### src/rtl/gpg_pkg.sv
package gpg_pkg;
  typedef enum logic [1:0] {
    ST_IDLE = 2'd0,
    ST_WAIT = 2'd1,
    ST_RUN  = 2'd2
  } gpg_state_e;

  // cycles spanned by a delay of us microseconds at clk_hz
  function automatic int unsigned delay_cycles(input int unsigned clk_hz,
                                               input int unsigned us);
    return (clk_hz / 1000) * us / 1000;
  endfunction
endpackage

### src/rtl/gpg_start_timer.sv
module gpg_start_timer #(
  parameter int unsigned DLY = 500
) (
  input  logic clk,
  input  logic rst_n,
  input  logic run,
  output logic chk_now
);
  localparam int unsigned CW = (DLY > 1) ? $clog2(DLY) : 1;
  localparam logic [CW-1:0] LAST = CW'(DLY - 1);

  logic [CW-1:0] cnt_q;

  always_ff @(posedge clk or negedge rst_n) begin
    if (!rst_n)           cnt_q <= '0;
    else if (!run)        cnt_q <= '0;
    else if (cnt_q != LAST) cnt_q <= cnt_q + 1'b1;
  end

  assign chk_now = run && (cnt_q == LAST);
endmodule

### src/rtl/gpg_ov_strikes.sv
module gpg_ov_strikes #(
  parameter int unsigned STRIKES = 3,
  localparam int unsigned CW = $clog2(STRIKES + 1)
) (
  input  logic          clk,
  input  logic          rst_n,
  input  logic          arm,
  input  logic          pwm_lo,
  input  logic          pin_ov,
  output logic          trip,
  output logic [CW-1:0] strikes
);
  localparam logic [CW-1:0] TRIP_AT = CW'(STRIKES - 1);

  logic pwm_q, sticky_q, pulse_end;

  assign pulse_end = pwm_q && !pwm_lo;
  assign trip = arm && pulse_end && sticky_q && (strikes == TRIP_AT);

  always_ff @(posedge clk or negedge rst_n) begin
    if (!rst_n) pwm_q <= 1'b0;
    else        pwm_q <= pwm_lo;
  end

  always_ff @(posedge clk or negedge rst_n) begin
    if (!rst_n) begin
      sticky_q <= 1'b0;
      strikes  <= '0;
    end else if (!arm) begin
      sticky_q <= 1'b0;
      strikes  <= '0;
    end else begin
      sticky_q <= pwm_lo ? (sticky_q | pin_ov) : 1'b0;
      if (pulse_end) strikes <= sticky_q ? (trip ? '0 : strikes + 1'b1) : '0;
    end
  end
endmodule

### src/rtl/gate_pin_guard.sv
module gate_pin_guard
  import gpg_pkg::*;
#(
  parameter int unsigned CLK_HZ     = 50_000_000,
  parameter int unsigned CHECK_US   = 10,
  parameter int unsigned OV_STRIKES = 3
) (
  input  logic clk,
  input  logic rst_n,
  input  logic supply_ok,
  input  logic pin_low,
  input  logic pin_ov,
  input  logic pwm_lo,
  output logic sw_en,
  output logic uvlo_req
);
  localparam int unsigned DLY  = delay_cycles(CLK_HZ, CHECK_US);
  localparam int unsigned CNT_W = $clog2(OV_STRIKES + 1);

  gpg_state_e state_q, state_d;
  logic supply_q, supply_rise;
  logic chk_now, start_fail, ov_trip, fault_evt;
  logic [CNT_W-1:0] strike_cnt;

  assign supply_rise = supply_ok && !supply_q;

  gpg_start_timer #(.DLY(DLY)) u_timer (
    .clk(clk), .rst_n(rst_n),
    .run(state_q == ST_WAIT && supply_ok),
    .chk_now(chk_now)
  );

  gpg_ov_strikes #(.STRIKES(OV_STRIKES)) u_strikes (
    .clk(clk), .rst_n(rst_n),
    .arm(state_q == ST_RUN && supply_ok),
    .pwm_lo(pwm_lo), .pin_ov(pin_ov),
    .trip(ov_trip), .strikes(strike_cnt)
  );

  assign start_fail = chk_now && pin_low;
  assign fault_evt  = start_fail || ov_trip;

  always_comb begin
    state_d = state_q;
    if (!supply_ok) state_d = ST_IDLE;
    else begin
      unique case (state_q)
        ST_IDLE: if (supply_rise) state_d = ST_WAIT;
        ST_WAIT: if (chk_now) state_d = pin_low ? ST_IDLE : ST_RUN;
        ST_RUN:  if (ov_trip) state_d = ST_IDLE;
        default: state_d = ST_IDLE;
      endcase
    end
  end

  always_ff @(posedge clk or negedge rst_n) begin
    if (!rst_n) begin
      state_q  <= ST_IDLE;
      supply_q <= 1'b0;
      uvlo_req <= 1'b0;
    end else begin
      state_q  <= state_d;
      supply_q <= supply_ok;
      uvlo_req <= fault_evt;
    end
  end

  assign sw_en = (state_q == ST_RUN) && supply_ok && !ov_trip;
endmodule

### config.mk
export PLATFORM = sky130hd
export DESIGN_NAME = gate_pin_guard
export DESIGN_NICKNAME = d
export VERILOG_FILES = /design/src/rtl/gpg_pkg.sv /design/src/rtl/gpg_start_timer.sv /design/src/rtl/gpg_ov_strikes.sv /design/src/rtl/gate_pin_guard.sv
export SDC_FILE = /design/constraint.sdc
export NUM_CORES = 1
export LEC_CHECK = 0
export BUFFER_PORTS_ARGS = -buffer_cell sky130_fd_sc_hd__buf_2
export CORE_ASPECT_RATIO = 0.9
export CORE_MARGIN = 2
export CORE_UTILIZATION = 30
export DETAILED_ROUTE_END_ITERATION = 16
export SETUP_SLACK_MARGIN = 0.15
export SLEW_MARGIN = 5
export SYNTH_ARGS = -nofsm -noshare
export SYNTH_HDL_FRONTEND = slang
export SYNTH_SLANG_ARGS = --single-unit
### constraint.sdc
create_clock -name clk -period 1.4 [get_ports clk]
set_input_delay 0.07 -clock clk [delete_from_list [all_inputs] [get_ports clk]]
set_output_delay 0.07 -clock clk [all_outputs]
set_load 0.005 [all_outputs]
==> results of run 1 <==
==> final cells by class <==
cell class,count,area [µm²],area share
clock buffers,4,26.3,0.0249
inverters,1,3.75,0.00355
multi-input cells,58,427,0.404
flip-flops and latches,17,429,0.406
well taps,28,35.0,0.0332
repair buffers,19,135,0.128
==> per-layer routing <==
layer,share of wire,track usage,vias up
li1,-,-,329
met1,0.45,0.156,327
met2,0.49,0.202,25
met3,0.053,0.0513,4
met4,0.0079,0.0465,0
met5,0,0,-
==> critical path, cell delays in order, from the launching register on <==
cell,delay (ps)
dfrtp_1,390
nand3b_1,210
a31oi_2,210
buf_2,150
==> power by group <==
group / switching, mW / internal [mW]
combinational: 0.0348 / 0.0342
sequential: 0.00560 / 0.498
clock: 0.160 / 0.111
==> cells by family after synthesis <==
group,count (synthesis),share of synthesized area
AOI/OAI and AO/OA,17,0.122
xor gates and xnor gates,3,0.0328
adders and majority gates,1,0.0156
buffers and inverters,1,0.00468
DFF,17,0.530
and+or+nand+nor,37,0.295
==> what timing repair did <==
item,4_1_cts,5_1_grt
endpoints found under the setup margin,4,10
resized for setup,3,12
pin swaps,0,4
hold buffers,4,0
buffers inserted,4,2
endpoints found under the hold margin,20,0
==> cell usage after synthesis, drive strengths merged <==
cell type | number | area (µm²)
nor2b | 2 | 12.5
xnor2 | 1 | 8.76
a31oi | 1 | 6.26
a22oi | 1 | 7.51
inv | 1 | 3.75
and4bb | 1 | 12.5
nand4bb | 1 | 11.3
nand4 | 2 | 12.5
dfrtp | 17 | 425
o21bai | 1 | 7.51
a21oi | 6 | 30.0
o21ai | 5 | 25.0
o211ai | 1 | 7.51
xor2 | 2 | 17.5
nor3b | 1 | 7.51
and3b | 1 | 8.76
o22ai | 1 | 6.26
and4 | 1 | 8.76
nor2 | 5 | 18.8
or3 | 3 | 18.8
or4 | 1 | 7.51
nand3 | 7 | 40.0
nand2b | 2 | 12.5
nand2 | 4 | 15.0
nor3 | 3 | 15.0
a21boi | 1 | 7.51
nand3b | 3 | 35.0
ha | 1 | 12.5
==> per-stage QoR <==
| step | cells | cell area, µm² |
|---|---|---|
| finish | 127 | 1060 |
| global route | 127 | 1060 |
| CTS | 125 | 1000 |
| detailed placement | 113 | 900 |
| global placement | 113 | 900 |
| floorplan | 76 | 815 |
==> worst max-delay path by stage <==
| stage | to | slack, ps |
|---|---|---|
| after floorplan | u_timer.cnt_q[8] | 120 |
| after global placement | u_timer.cnt_q[8] | 160 |
| after detailed placement | u_timer.cnt_q[8] | 110 |
| after CTS | sw_en | 90 |
| after global routing | sw_en | 10 |
| final | sw_en | 70 |
==> flip-flops by register name, indices dropped and copies added, names as in the netlist <==
name	cells
state_q	2
supply_q	1
u_strikes.pwm_q	1
u_strikes.sticky_q	1
u_strikes.strikes	2
u_timer.cnt_q	9
uvlo_req	1
==> impl_metrics.tcl, run 1 <==
set metrics [dict create \
    status "finished, final reports clean" \
    io_buffers 7 \
    track_usage 0.128 \
    relSlewSlack 0.746 \
    worstMarginPinSlew_ps 380 \
    antennaDiodeCount 0 \
    slew_violations 0 \
    place_congestion 0.809 \
    syn_inst 76 \
    fmax_ghz 0.751 \
    p_leak_nw 0.431 \
    ys.warnings.count 0 \
    drive_gt1_frac 0.333 \
    max-vdd-ir-drop_uv 642 \
    coreArea_mm2 0.00249 \
    r2r_end "u_timer.cnt_q[1]" \
    ant_nets 0 \
    layout_commonest_cell "dfrtp_1" \
    crit_type "register to output port" \
    die_w_um 58.5 \
    routedWlPerCell_um 14.0 \
    power.density_mw_per_mm2 799 \
    setup_viol 0 \
    areaGrowthSynthToFinish_pct 31.7 \
    worst-r2r-setup-slack_ps 180 \
    drtIter0Drc 34 \
    worstPathMaxFanout 2 \
    dieArea_mm2 0.00310 \
    yosysSeqAreaShare 0.530 \
    drtPass1Iterations 4 \
    syn-cell-area_um2 802 \
    cts.sinks 17 \
    rows 17 \
    grt_pass1_vias 642 \
    setup_slack_ps 67.9 \
    grt_antenna_before_repair 0 \
    post-place-ws_ps 111 \
    crit_start "state_q[0]" \
    rsz0062_at_grt "yes" \
    htree_levels 1 \
    pin_count 8 \
    most-common-layout-cells "14 x dfrtp_1, 8 x buf_4, 7 x buf_2" \
    drc_errors 0 \
    setup.worst_path.end_class "output port" \
    cp.arrival_ps 1260 \
    clkTransAtPathRegs_ps 110 \
    rr_startpoint "u_timer.cnt_q[3]" \
    dp_hpwl_um 1130 \
    clock_latency_ps 300 \
    fin_tns_setup_ps 0 \
    hold_viol 0 \
    hp-class "primary input to register" \
    crit_required_ps 1330 \
    die_y_um 53.1 \
    final_util 0.424 \
    wirelength_um 1780 \
    clockRootBuffer "clkbuf_4" \
    reg2reg_depth 3 \
    cts_buffers 3 \
    drv_cap 0 \
    totalPowerFinal_mw 0.844 \
    cts_tree "done" \
    fin_crit_sh 0.952 \
    synthDistinctLibCells 30 \
    fin_nets 107 \
    viasPerCell 5.39 \
    synth_fp_nets 83 \
    holdWs_ps 24.2 \
    finalCriticalPeriod_ps 1330 \
    hold_depth 3 \
    hold_path_startpoint "pin_ov" \
    clock_skew_ps 15.0 \
    vias 685 \
    avgSynthCellArea_um2 10.6 \
    initial_core_util 0.322 \
    cts_max_path_buffers 2 \
    ys_ff_latch 17 \
    grt_pass1_wl_um 2860 \
    nFillCells 250 \
    grt-ovfl-total 0 \
    grt_max_degree 18 \
    startpoint_type "register" \
    hold_path_end "u_strikes.sticky_q" \
]
Power figures use the tool's default switching activity.
==> inputs of run 2 (changes only) <==
==> constraint.sdc (replaced) <==
create_clock -name clk -period 1.6 [get_ports clk]
set_input_delay 0.08 -clock clk [delete_from_list [all_inputs] [get_ports clk]]
set_output_delay 0.08 -clock clk [all_outputs]
set_load 0.005 [all_outputs]
==> run 2 against run 1 <==
Hold slack better by 16 ps. First-iteration DRC count down 26%. Sequential power decreased by 12%. Register-to-register slack better by 60 ps. Core utilization fell by 2.4 points. Cell area fell by 5.7%. Sequential share of layout area increased by 2.2 points. Count of clock-buffer cells in the layout did not move. Die area unchanged. Setup slack improved by 140 ps. Combinational power is 28% lower. Non-clock buffer count decreased by 3.
==> impl_metrics.tcl, run 2 (synthesis results as in run 1) <==
set metrics [dict create \
    status "finished, final reports clean" \
    clock_latency_ps 290 \
    grt_antenna_before_repair 0 \
    antennaDiodeCount 0 \
    cp.arrival_ps 1320 \
    fmax_ghz 0.716 \
    regMostFlops "u_timer.cnt_q" \
    drive_gt1_frac 0.219 \
    rows 17 \
    routedWlPerCell_um 14.0 \
    grt_max_degree 18 \
    vias 676 \
    coreArea_mm2 0.00249 \
    setup_slack_ps 204 \
    initial_core_util 0.322 \
    fin_nets 104 \
    critPathSlowestCell "dfrtp_2" \
    io_buffers 7 \
    htree_levels 1 \
    areaGrowthSynthToFinish_pct 24.2 \
    cts.sinks 17 \
    reg.largest.list "u_timer.cnt_q: 9 flops, state_q: 2 flops, u_strikes.strikes: 2 flops" \
    cts_tree "done" \
    wirelength_um 1730 \
    crit_required_ps 1520 \
    clockRootBuffer "clkbuf_4" \
    worstPathMaxFanout 5 \
    drv_cap 0 \
    worstMarginPinSlew_ps 388 \
    dieArea_mm2 0.00310 \
    reg2reg_depth 5 \
    slew_violations 0 \
    rsz0062_at_grt "no" \
    startpoint_type "register" \
    worstPathCellList "nand3b_1, a31oi_2, buf_2" \
    cts_buffers 3 \
    place_congestion 0.817 \
    hold_depth 3 \
    viasPerCell 5.45 \
    drtIter0Drc 25 \
    max-vdd-ir-drop_uv 438 \
    pin_count 8 \
    largest_reg_flops 9 \
    relSlewSlack 0.741 \
    crit_type "register to output port" \
    hold_viol 0 \
    cts_max_path_buffers 2 \
    power.density_mw_per_mm2 730 \
    most-common-layout-cells "16 x dfrtp_1, 7 x buf_2, 6 x nand3_1, 6 x a21oi_1" \
    drc_errors 0 \
    p_leak_nw 0.415 \
    clock_skew_ps 6.07 \
    fin_crit_sh 0.872 \
    die_y_um 53.1 \
    cpPeakStageDelay_ps 450 \
    track_usage 0.122 \
    layout_commonest_cell "dfrtp_1" \
    fin_tns_setup_ps 0 \
    grt_pass1_vias 618 \
    setup_viol 0 \
    ant_nets 0 \
    clkTransAtPathRegs_ps 100 \
    die_w_um 58.5 \
    finalCriticalPeriod_ps 1400 \
    drtPass1Iterations 4 \
    grt-ovfl-total 0 \
    dp_hpwl_um 1090 \
    hp-class "primary input to register" \
    setup.worst_path.end_class "output port" \
    grt_pass1_wl_um 2760 \
    post-place-ws_ps 145 \
]
==> run 2: cell count changes in the layout (fill, tap and decap cells not counted), sizes merged <==
cell  delta
buf      -3
==> run 2: final cells by class <==
class | count | area [µm²]
multi-input combinational | 58 | 392
timing repair buffer | 16 | 113
tap | 28 | 35.0
inverter | 1 | 3.75
sequential | 17 | 427
fill | 252 | 1490
clock buffer | 4 | 26.3
==> run 2: through the flow <==
stage                     total power [mW]  instances   util  area, µm²  hold slack (ps)
final                                0.727        124  0.400        996             40.4
after global routing                 0.761        124  0.400        996             97.2
after CTS                            0.729        122  0.387        963             44.0
after detailed placement             0.487        111  0.350        872             23.6
after global placement               0.486        111  0.350        872             22.1
after floorplan                      0.465         76      -        802             -216
==> run 2: critical path, delay by kind of cell (launching register included) <==
kind	cells	cell delay [ps]
buf+inv	1	150
compound gates	1	210
simple gates	1	220
flops	1	450
==> run 2: timing repair <==
action / CTS / global route
gates resized for setup: 1 / 3
pin swaps: 1 / 1
hold buffers: 4 / 0
endpoints found under the hold margin: 20 / 0
buffers inserted: 3 / 2
setup endpoints to repair: 2 / 2
==> run 2: power breakdown <==
part | internal, mW | switching, mW
registers | 0.436 | 0.00628
clock network | 0.0970 | 0.138
logic | 0.0232 | 0.0265
total | 0.556 | 0.171
==> run 2: worst paths after layout <==
check	start	to	slack, ps
worst min register to register	supply_q	state_q[0]	520
worst max register to register	u_timer.cnt_q[0]	u_timer.cnt_q[8]	240
max in group asynchronous	rst_n	state_q[0]	1070
worst max-delay path	state_q[0]	sw_en	200
min in group asynchronous	rst_n	u_timer.cnt_q[6]	230
worst min-delay path	pin_ov	u_strikes.sticky_q	40
==> run 2: layer usage <==
metal	vias to the layer above	track usage	routed length, µm
met5	-	0	0
met4	0	0.0349	11
met3	2	0.0513	85
met2	17	0.204	867
met1	334	0.142	769
li1	323	-	-
==> inputs of run 3 (changes only) <==
--- a/config.mk
+++ b/config.mk
@@ -5,7 +5,7 @@
 export SDC_FILE = /design/constraint.sdc
 export NUM_CORES = 1
 export LEC_CHECK = 0
-export BUFFER_PORTS_ARGS = -buffer_cell sky130_fd_sc_hd__buf_2
+export BUFFER_PORTS_ARGS = -buffer_cell sky130_fd_sc_hd__buf_4
 export CORE_ASPECT_RATIO = 0.9
 export CORE_MARGIN = 2
 export CORE_UTILIZATION = 30
==> run 3 against run 2 <==
Power increased by 0.41%. Non-clock buffer count is 2 higher. Highest routed layer unchanged. Clock skew rose by 5.9 ps. Count of clock-buffer cells in the layout unchanged. Die area stayed put. Fmax is 0.63% higher. Flip-flop and latch count stayed put. Setup slack better by 8.7 ps. Largest cell class unchanged. Via count fell by 2.7%. Core utilization increased by 0.96 points.
==> impl_metrics.tcl, run 3 (synthesis results as in run 1) <==
set metrics [dict create \
    grt_antenna_before_repair 0 \
    finalCriticalPeriod_ps 1390 \
    holdWs_ps 37.5 \
    viasPerCell 5.22 \
    drive_gt1_frac 0.245 \
    layout_commonest_cell "dfrtp_1" \
    initial_core_util 0.322 \
    cpLargestDelayFamily "simple AND/OR/NAND/NOR gates" \
    status "finished, final reports clean" \
    wl_met3_um 75 \
    place_congestion 0.799 \
    track_usage 0.116 \
    most-common-layout-cells "15 x dfrtp_1, 14 x buf_4, 6 x nand3_1, 6 x a21oi_1" \
    worstPathMaxFanout 5 \
    hold_depth 3 \
    grt-ovfl-total 0 \
    drtPass1Iterations 4 \
    rows 17 \
    dr.max_layer_used "met4" \
    crit_type "register to register" \
    die_y_um 53.1 \
    grt_max_degree 18 \
    drv_cap 0 \
    fin_nets 106 \
    regMostFlops "u_timer.cnt_q" \
    critPathSlowestCell "dfrtp_1" \
    setup.worst_path.end_class "register" \
    fin_crit_sh 0.867 \
    worstMarginPinSlew_ps 260 \
    final_area_mm2 0.00102 \
    clock_skew_ps 12.0 \
    fmax_ghz 0.721 \
    antennaDiodeCount 0 \
    setup_viol 0 \
    cts.sinks 17 \
    die_w_um 58.5 \
    io_buffers 7 \
    worst-r2r-setup-slack_ps 210 \
    final_util 0.410 \
    pin_count 8 \
    hold_path_startpoint "pin_ov" \
    startpoint_type "register" \
    cts_buffers 3 \
    htree_levels 1 \
    reg.largest.list "u_timer.cnt_q: 9 flops, state_q: 2 flops, u_strikes.strikes: 2 flops" \
    dp_hpwl_um 1040 \
    largest_reg_flops 9 \
    max-vdd-ir-drop_uv 438 \
    routedWlPerCell_um 13.4 \
    hold_viol 0 \
    fin_tns_setup_ps 0 \
    crit_required_ps 1830 \
    drc_errors 0 \
    relSlewSlack 0.827 \
    routed-wl-met2_um 802 \
    wl_met1_um 793 \
    grt_pass1_vias 601 \
    coreArea_mm2 0.00249 \
    hp-class "primary input to register" \
    clockRootBuffer "clkbuf_4" \
    fin_cells 126 \
    wirelength_um 1680 \
    place_area_um2 890 \
    ant_nets 0 \
    crit_buf_inv 0 \
    power.density_mw_per_mm2 715 \
    cts_tree "done" \
    rsz0062_at_grt "yes" \
    cts_max_path_buffers 2 \
    worstPathCellList "ha_2, nand4_1, or3_1, a21oi_1" \
    dieArea_mm2 0.00310 \
    placedCellCount 111 \
    cp.arrival_ps 1620 \
    r2r_end "u_timer.cnt_q[8]" \
    hold_path_end "u_strikes.sticky_q" \
    reg2reg_depth 4 \
    clock_latency_ps 300 \
    vias 658 \
    drtIter0Drc 28 \
    grt_pass1_wl_um 2640 \
    rr_startpoint "u_timer.cnt_q[1]" \
    cpPeakStageDelay_ps 410 \
    areaGrowthSynthToFinish_pct 27.1 \
    p_leak_nw 0.427 \
    clkTransAtPathRegs_ps 110 \
    slew_violations 0 \
]
[run 3: cell types whose count changed in the layout (fill, tap and decap cells not counted), sizes merged]
| cell | delta |
|---|---|
| buf | +2 |
[run 3: layout make-up]
type                            instances  area (µm²)
Fill cell                             239        1470
Sequential cell                        17         428
Multi-Input combinational cell         58         382
Timing Repair Buffer                   18         145
Tap cell                               28        35.0
Clock buffer                            4        26.3
Inverter                                1        3.75
[run 3: routing by layer]
metal	GRT usage	vias to the layer above
met5	0	-
met4	0.0233	0
met3	0.0538	2
li1	-	325
met2	0.178	11
met1	0.150	320
[run 3: what timing repair did]
action / 4_1_cts / 5_1_grt
cloned: 0 / 0
endpoints found under the setup margin: 2 / 2
hold endpoints to repair: 20 / 0
gates resized for setup: 1 / 3
hold buffers: 4 / 0
setup buffers: 1 / 6
[run 3: how the worst max path moves through the flow]
stage / startpoint / depth (start not counted) / to / slack (ps)
final: u_timer.cnt_q[1] / 4 / u_timer.cnt_q[8] / 210
after global routing: u_timer.cnt_q[1] / 4 / u_timer.cnt_q[8] / 120
after CTS: u_timer.cnt_q[0] / 4 / u_timer.cnt_q[8] / 140
after floorplan: u_timer.cnt_q[0] / 4 / u_timer.cnt_q[8] / 260
after detailed placement: u_timer.cnt_q[0] / 4 / u_timer.cnt_q[8] / 140
after global placement: u_timer.cnt_q[0] / 4 / u_timer.cnt_q[8] / 200
[run 3: stage by stage]
stage                     total power, mW  setup WS (ps)
after floorplan                     0.465            261
after global placement              0.490            201
after detailed placement            0.491            142
after CTS                           0.731            139
after global routing                0.763            116
final                               0.730            213
[run 3: worst reg2reg max path, delay by kind of cell (launching register included)]
family / cells / cell delay [ps]
AOI/OAI and AO/OA: 1 / 140
and+or+nand+nor: 2 / 540
adders and majority gates: 1 / 250
DFF: 1 / 410
[run 3: power by group]
group / internal [mW] / switching (mW)
Clock: 0.0970 / 0.137
Combinational: 0.0277 / 0.0262
Sequential: 0.436 / 0.00573
Total: 0.561 / 0.169
